### src/rtl/gcr_pkg.sv
package gcr_pkg;

    localparam int GCR_XLEN    = 64;
    localparam int GCR_SELW    = 32;
    localparam int ROOT_LSB    = 5;
    localparam int PAE_BIT     = 5;
    localparam int PSE_BIT     = 4;
    localparam int LMA_BIT     = 10;
    localparam int LME_BIT     = 8;
    localparam int BK_ONE_BIT  = 10;

    typedef enum logic {
        ST_IDLE   = 1'b0,
        ST_NOTIFY = 1'b1
    } seq_state_t;

    // bit of the first control register that survives a commit
    function automatic bit ctrl_a_keep(input int idx);
        return (idx == 4) || (idx >= 6 && idx <= 15) || (idx == 17) ||
               (idx >= 19 && idx <= 30);
    endfunction

    // bit of breakpoint control that is written as zero
    function automatic bit bkpt_zero(input int idx);
        return (idx == 12) || (idx == 14) || (idx == 15);
    endfunction

endpackage

### src/rtl/gcr_ctrl_a_merge.sv
module gcr_ctrl_a_merge #(
    parameter int W = gcr_pkg::GCR_XLEN
) (
    input  logic [W-1:0] cur_i,
    input  logic [W-1:0] nxt_i,
    output logic [W-1:0] merged_o
);
    import gcr_pkg::*;

    for (genvar i = 0; i < W; i++) begin : g_bit
        if (ctrl_a_keep(i)) begin : g_keep
            assign merged_o[i] = cur_i[i];
        end else begin : g_take
            assign merged_o[i] = nxt_i[i];
        end
    end

endmodule

### src/rtl/gcr_bkpt_force.sv
module gcr_bkpt_force #(
    parameter int W = gcr_pkg::GCR_XLEN
) (
    input  logic [W-1:0] raw_i,
    output logic [W-1:0] forced_o
);
    import gcr_pkg::*;

    for (genvar i = 0; i < W; i++) begin : g_bit
        if (i == BK_ONE_BIT) begin : g_one
            assign forced_o[i] = 1'b1;
        end else if (bkpt_zero(i)) begin : g_zero
            assign forced_o[i] = 1'b0;
        end else begin : g_pass
            assign forced_o[i] = raw_i[i];
        end
    end

endmodule

### src/rtl/gcr_flush_detect.sv
module gcr_flush_detect #(
    parameter int W = gcr_pkg::GCR_XLEN
) (
    input  logic [W-1:gcr_pkg::ROOT_LSB] old_root_i,
    input  logic [W-1:gcr_pkg::ROOT_LSB] new_root_i,
    input  logic                         old_pae_i,
    input  logic                         new_pae_i,
    input  logic                         old_pse_i,
    input  logic                         new_pse_i,
    input  logic                         old_lma_i,
    input  logic                         new_lma_i,
    output logic                         flush_o,
    output logic                         pdpt_o
);
    logic root_diff;
    logic mode_diff;

    always_comb begin
        root_diff = (old_root_i != new_root_i);
        mode_diff = (old_pae_i ^ new_pae_i) | (old_pse_i ^ new_pse_i) |
                    (old_lma_i ^ new_lma_i);
        flush_o   = root_diff | mode_diff;
        pdpt_o    = new_pae_i & ~new_lma_i;
    end

endmodule

### src/rtl/gcr_seq.sv
module gcr_seq (
    input  logic clk,
    input  logic rst_n,
    input  logic load_i,
    input  logic flush_i,
    input  logic pdpt_i,
    output logic tlb_flush_o,
    output logic pdpt_req_o
);
    import gcr_pkg::*;

    seq_state_t state_q, state_d;
    logic       flush_flag_q;
    logic       pdpt_flag_q;

    always_comb begin
        state_d = state_q;
        unique case (state_q)
            ST_IDLE:   state_d = load_i ? ST_NOTIFY : ST_IDLE;
            ST_NOTIFY: state_d = load_i ? ST_NOTIFY : ST_IDLE;
            default:   state_d = ST_IDLE;
        endcase
    end

    always_ff @(posedge clk) begin
        if (!rst_n) state_q <= ST_IDLE;
        else        state_q <= state_d;
    end

    always_ff @(posedge clk) begin
        if (!rst_n) begin
            flush_flag_q <= 1'b0;
            pdpt_flag_q  <= 1'b0;
        end else if (load_i) begin
            flush_flag_q <= flush_i;
            pdpt_flag_q  <= pdpt_i;
        end
    end

    always_comb begin
        tlb_flush_o = (state_q == ST_NOTIFY) && flush_flag_q;
        pdpt_req_o  = (state_q == ST_NOTIFY) && pdpt_flag_q;
    end

    p_pulse_cause_r10: assert property (@(posedge clk) disable iff (!rst_n)
        (tlb_flush_o || pdpt_req_o) |-> $past(load_i));

    p_pulse_single_r10: assert property (@(posedge clk) disable iff (!rst_n)
        (tlb_flush_o && !load_i) |=> !tlb_flush_o);

endmodule

### src/rtl/gcr_loader.sv
module gcr_loader #(
    parameter int W    = gcr_pkg::GCR_XLEN,
    parameter int SELW = gcr_pkg::GCR_SELW
) (
    input  logic            clk,
    input  logic            rst_n,
    input  logic            load_i,
    input  logic            guest64_i,
    input  logic [W-1:0]    ctrl_a_in,
    input  logic [W-1:0]    ptroot_in,
    input  logic [W-1:0]    ctrl_b_in,
    input  logic [W-1:0]    bkpt_in,
    input  logic [SELW-1:0] sys_sel_in,
    input  logic [W-1:0]    sys_sp_in,
    input  logic [W-1:0]    sys_ip_in,
    input  logic [W-1:0]    dbg_cfg_in,
    output logic [W-1:0]    ctrl_a_q,
    output logic [W-1:0]    ptroot_q,
    output logic [W-1:0]    ctrl_b_q,
    output logic [W-1:0]    bkpt_q,
    output logic [W-1:0]    mode_ext_q,
    output logic [W-1:0]    sys_sel_q,
    output logic [W-1:0]    sys_sp_q,
    output logic [W-1:0]    sys_ip_q,
    output logic [W-1:0]    dbg_cfg_q,
    output logic            tlb_flush_o,
    output logic            pdpt_req_o
);
    import gcr_pkg::*;

    localparam logic [W-1:0] CTRL_A_RST = W'(1) << 4;
    localparam logic [W-1:0] BKPT_RST   = W'(1) << BK_ONE_BIT;

    logic [W-1:0] ctrl_a_next;
    logic [W-1:0] bkpt_next;
    logic [W-1:0] mode_next;
    logic         flush_d;
    logic         pdpt_d;

    gcr_ctrl_a_merge #(.W(W)) u_merge (
        .cur_i    (ctrl_a_q),
        .nxt_i    (ctrl_a_in),
        .merged_o (ctrl_a_next)
    );

    gcr_bkpt_force #(.W(W)) u_force (
        .raw_i    (bkpt_in),
        .forced_o (bkpt_next)
    );

    gcr_flush_detect #(.W(W)) u_detect (
        .old_root_i (ptroot_q[W-1:ROOT_LSB]),
        .new_root_i (ptroot_in[W-1:ROOT_LSB]),
        .old_pae_i  (ctrl_b_q[PAE_BIT]),
        .new_pae_i  (ctrl_b_in[PAE_BIT]),
        .old_pse_i  (ctrl_b_q[PSE_BIT]),
        .new_pse_i  (ctrl_b_in[PSE_BIT]),
        .old_lma_i  (mode_ext_q[LMA_BIT]),
        .new_lma_i  (guest64_i),
        .flush_o    (flush_d),
        .pdpt_o     (pdpt_d)
    );

    gcr_seq u_seq (
        .clk         (clk),
        .rst_n       (rst_n),
        .load_i      (load_i),
        .flush_i     (flush_d),
        .pdpt_i      (pdpt_d),
        .tlb_flush_o (tlb_flush_o),
        .pdpt_req_o  (pdpt_req_o)
    );

    always_comb begin
        mode_next          = '0;
        mode_next[LMA_BIT] = guest64_i;
        mode_next[LME_BIT] = guest64_i;
    end

    always_ff @(posedge clk) begin
        if (!rst_n) begin
            ctrl_a_q   <= CTRL_A_RST;
            ptroot_q   <= '0;
            ctrl_b_q   <= '0;
            bkpt_q     <= BKPT_RST;
            mode_ext_q <= '0;
            sys_sel_q  <= '0;
            sys_sp_q   <= '0;
            sys_ip_q   <= '0;
            dbg_cfg_q  <= '0;
        end else if (load_i) begin
            ctrl_a_q   <= ctrl_a_next;
            ptroot_q   <= ptroot_in;
            ctrl_b_q   <= ctrl_b_in;
            bkpt_q     <= bkpt_next;
            mode_ext_q <= mode_next;
            sys_sel_q  <= {{(W-SELW){1'b0}}, sys_sel_in};
            sys_sp_q   <= sys_sp_in;
            sys_ip_q   <= sys_ip_in;
            dbg_cfg_q  <= dbg_cfg_in;
        end
    end

    p_ctrl_a_keep_r2: assert property (@(posedge clk) disable iff (!rst_n)
        load_i |=> ctrl_a_q[30:19] == $past(ctrl_a_q[30:19]) &&
                   ctrl_a_q[15:6]  == $past(ctrl_a_q[15:6]) &&
                   ctrl_a_q[17]    == $past(ctrl_a_q[17]) &&
                   ctrl_a_q[4]     == $past(ctrl_a_q[4]));

    p_bkpt_fixed_r3: assert property (@(posedge clk) disable iff (!rst_n)
        load_i |=> bkpt_q[10] && !bkpt_q[12] && !bkpt_q[14] && !bkpt_q[15]);

    p_sel_upper_r5: assert property (@(posedge clk) disable iff (!rst_n)
        sys_sel_q[W-1:SELW] == '0);

    p_mode_pair_r6: assert property (@(posedge clk) disable iff (!rst_n)
        load_i |=> mode_ext_q[LMA_BIT] == $past(guest64_i) &&
                   mode_ext_q[LME_BIT] == $past(guest64_i));

    p_pdpt_state_r9: assert property (@(posedge clk) disable iff (!rst_n)
        pdpt_req_o |-> ctrl_b_q[PAE_BIT] && !mode_ext_q[LMA_BIT]);

    p_hold_r10: assert property (@(posedge clk) disable iff (!rst_n)
        !load_i |=> $stable(ptroot_q) && $stable(ctrl_b_q) && $stable(ctrl_a_q) &&
                    $stable(bkpt_q) && $stable(mode_ext_q));

endmodule

### config.mk
export PLATFORM = sky130hd
export DESIGN_NAME = gcr_loader
export DESIGN_NICKNAME = d
export VERILOG_FILES = /design/src/rtl/gcr_pkg.sv /design/src/rtl/gcr_ctrl_a_merge.sv /design/src/rtl/gcr_bkpt_force.sv /design/src/rtl/gcr_flush_detect.sv /design/src/rtl/gcr_seq.sv /design/src/rtl/gcr_loader.sv
export SDC_FILE = /design/constraint.sdc
export NUM_CORES = 1
export LEC_CHECK = 0
export BUFFER_PORTS_ARGS = -buffer_cell sky130_fd_sc_hd__buf_2
export CAP_MARGIN = 20
export CORE_AREA = 2 2 409 411
export CTS_BUF_LIST = sky130_fd_sc_hd__clkbuf_16
export DETAILED_ROUTE_END_ITERATION = 7
export DIE_AREA = 0 0 411 413
export PLACE_DENSITY = 0.3
export SLEW_MARGIN = 20
export SYNTH_ARGS = -nofsm -noshare
export SYNTH_HDL_FRONTEND = slang
export SYNTH_HIERARCHICAL = 1
export SYNTH_SLANG_ARGS = --single-unit
### constraint.sdc
create_clock -name clk -period 1.9 [get_ports clk]
set_clock_uncertainty 0.15 [all_clocks]
set_input_delay 0.19 -clock clk [delete_from_list [all_inputs] [get_ports clk]]
set_output_delay 0.19 -clock clk [all_outputs]
set_load 0.01 [all_outputs]
==> results by group <==
Outcome
  • Status: finished clean

Clocking
  • Total CTS buffers: 70
  • Worst-path clk slew: roughly 60 ps
  • CTS tree: done
  • Later-pin clock latency in the skew report: 650 ps
  • CTS max path bufs: 3
  • H-tree depth reported by CTS: 3
  • Clk sinks: between 400 and 500
  • CTS root buf: clkbuf_16

Routing
  • Vias: 17679
  • WL/cell: 15.7 um
  • Remaining DRCs: 0
  • Final WL: between 80000 and 90000 um
  • Vias per cell: 3.14
  • Drt pass-1 iters: 4
  • Initial DRC count: 366
  • Post-route ant nets: 0

Die
  • Cell Rows: 150
  • Initial core utilization: 12.4%
  • Core Footprint: approximately 170000 sq um
  • Die H: 413 um
  • Die ar.: 170000 sq um
  • Num ports: roughly 1100
  • Die Wd: 411 um

Worst setup path
  • WP buf/inv: 2
  • Worst setup path startpoint: dbg_cfg_q[58]
  • Cell count along the critical path: 4
  • CP required: about 2300 ps
  • CP Cell Sequence: mux2i_1 > dlygate4sd3_1 > nor2b_1 > dlygate4sd3_1
  • CP peak stage delay: between 500 and 600 ps
  • Kind of critical path: register to register
  • CP endpoint kind: register
  • CP max-delay cell: dlygate4sd3_1
  • Critical R2R Launch: dbg_cfg_q[58]
  • Largest delay share family, worst path: buffers and inverters
  • Most frequent CP cell: dlygate4sd3_1
  • WP data arrival: 2220 ps
  • Critical Path End: dbg_cfg_q[58]
  • Critical Path Fanout Max: 2
  • CP Launch Type: register
  • Worst r2r path cells: 4
  • R2r endpoint: dbg_cfg_q[58]
  • R2R Setup Slk: just under 60 ps

Global routing
  • GRT overflow: 0
  • Gr busiest metal: met2
  • GR Util met3: 2.99%
  • First-pass GRT wire length: around 120000 um
  • GR Layer Usage met2: ~17%
  • Antenna violations before repair: 4
  • Vias in the first global route: 18464
  • M1 GR Usage: 11.0%
  • Pin count of the biggest net entering global routing: 66
  • GRT Overall Usage: between 9 and 10%

Synth
  • Synth Area in Compound Gates: 0%
  • FF+latch count, synth: 484
  • Netlist Area Pre-Place: just over 20000 sq um
  • Synthesized instance count: 1870
  • Netlist cell types: 14
  • Mux cell area share after synthesis: 23.5%
  • Post-Syn Area per Cell: 11.0 sq um
  • Sequential share of the synthesized area: between 40% and 50%
  • Adder-cell share of the synthesized area: 0%
  • Largest family of logic cells by synthesized area: multiplexers
  • XOR/XNOR Fraction of Synth Area: 2.64%
  • Yosys warning total: 6
  • Simple-Gate Fraction of Synth Area: 15.4%

Pwr
  • Gate power share: 16.7%
  • Switching Share: between 20% and 30%
  • Sequential power share: 39.2%
  • Static leakage: 17.0 nW
  • Cell-internal power: 0.0204 W
  • VDD IR max: around 0.0006 V
  • Clock Power Share: 44.0%
  • Tot Pwr: between 0.02 and 0.03 W
  • PD cells: 793 nW/um^2
  • Net Switching: 0.00779 W

Final layout
  • FF+latch area: 9700 sq um
  • Layout fillers: about 18000
  • Area of the multi-input gates: 8970 sq um
  • Area grow syn2layout: 73.1%
  • Nets: 3851
  • Ratio of cells with drive above 1 in the final layout: between 30% and 40%

Timing
  • Final Max Slew Viols: 0
  • Final setup violation count: 0
  • Period utilization: between 90% and 100%
  • Setup TNS: 0 ps
  • Max Freq: 543 MHz
  • Unrepaired setup endpoints after global routing: yes
  • Max-slew headroom: 66.4%
  • Actual slew at the worst max-slew pin: between 500 and 600 ps
  • Tmin final: about 1800 ps
  • Final Hold Vio Count: 0

Placed design
  • RePlAce Congestion: between 0.7 and 0.8
  • Port buffer count: roughly 940
  • Detailed placement HPWL: 67400 um

Worst hold path
  • Hold crit path type: primary input to register

Run
  • Total of max-cap violations: 0
## cell families after synthesis
| group | after synthesis |
|---|---|
| DFF | 484 |
| other | 3 |
| buffers and inverters | 330 |
| muxes | 483 |
| and+or+nand+nor | 508 |
| xor gates and xnor gates | 62 |
## repair_timing
item	CTS	global route
pin swaps	3	2
endpoints found under the hold margin	460	0
buffers inserted	0	0
gates resized for setup	11	2
endpoints found under the setup margin	2	3
hold buffers	647	0
## cell usage after synthesis
library cell  number  area (sq um)
nand2_1            3          11.3
buf_4            263          1970
nor2b_1          482          3020
xnor2_1           62           543
nand4_1           16           100
mux2i_1          483          4830
and2_2             1          7.51
buf_6             10           113
conb_1             3          11.3
dfxtp_1          484          9690
and2_1             2          12.5
clkbuf_1          51           191
nor4_1             4          25.0
buf_2              6          30.0
## power by group through the flow
stage	clock (W)	combinational, W	sequential (W)
after CTS	0.0131	0.00484	0.0111
after global placement	0	0.00369	0.0113
after detailed placement	0	0.00367	0.0113
final	0.0124	0.00473	0.0111
after global routing	0.0135	0.00514	0.0111
after floorplan	0	0.00184	0.0115
## sequential cells by signal, summed over array words and instances, names as in the netlist
name,cells
bkpt_q,64
ctrl_a_q,64
ctrl_b_q,64
dbg_cfg_q,64
mode_ext_q,1
ptroot_q,64
sys_ip_q,64
sys_sel_q,32
sys_sp_q,64
u_seq/flush_flag_q,1
u_seq/pdpt_flag_q,1
u_seq/state_q,1
## placed cells by master, fill, tap and decap left out, drive strengths merged
master | Yosys | layout
and2 | 3 | 3
buf | 279 | 1015
bufinv | 0 | 2
clkbuf | 51 | 71
clkinv | 0 | 20
clkinvlp | 0 | 2
conb | 3 | 98
dfxtp | 484 | 484
diode | 0 | 4
dlygate4sd3 | 0 | 645
inv | 0 | 28
mux2i | 483 | 483
nand2 | 3 | 3
nand4 | 16 | 16
nor2b | 482 | 482
nor4 | 4 | 4
xnor2 | 62 | 62
## layout make-up
type	count	area share (%)
diodes	4	0.0281
clock buffers	71	4.99
clock inverters	52	0.946
multi-input cells	1151	25.2
flip-flops and latches	484	27.2
well taps	2204	7.75
repair buffers	1660	33.8
## worst reg2reg max path: stages, from the launching register on
cell and delay (ps):
dfxtp_1 320, mux2i_1 120, dlygate4sd3_1 570, nor2b_1 40, dlygate4sd3_1 540
## metrics by stage
step	utilization (%)	instance area [sq um]	hold WS (ps)	std cells	setup slack [ps]
2_1_floorplan	-	20900	168	1965	475
3_3_place_gp	16.2	26900	295	4854	-197
3_5_place_dp	16.2	26900	303	4854	-239
4_1_cts	21.4	35600	1.23	5624	9.79
5_1_grt	21.4	35600	47.0	5625	-25.2
6_report	21.4	35600	77.3	5626	59.3
## layer usage
layer | up-vias | wire length, um
met1 | 8172 | 34800
met2 | 555 | 44600
li1 | 8823 | -
met4 | 0 | 3130
met5 | - | 0
met3 | 129 | 5910
## how the worst min path moves through the flow
stage,from,to,cells after the start
after floorplan,rst_n,u_seq/flush_flag_q,1
after global placement,ctrl_b_in[2],ctrl_b_q[2],3
after detailed placement,sys_sp_in[30],sys_sp_q[30],3
after CTS,load_i,sys_ip_q[28],4
after global routing,load_i,sys_sp_q[12],4
final,load_i,sys_sp_q[8],4
Note: power is estimated with default switching activity, not from simulation.
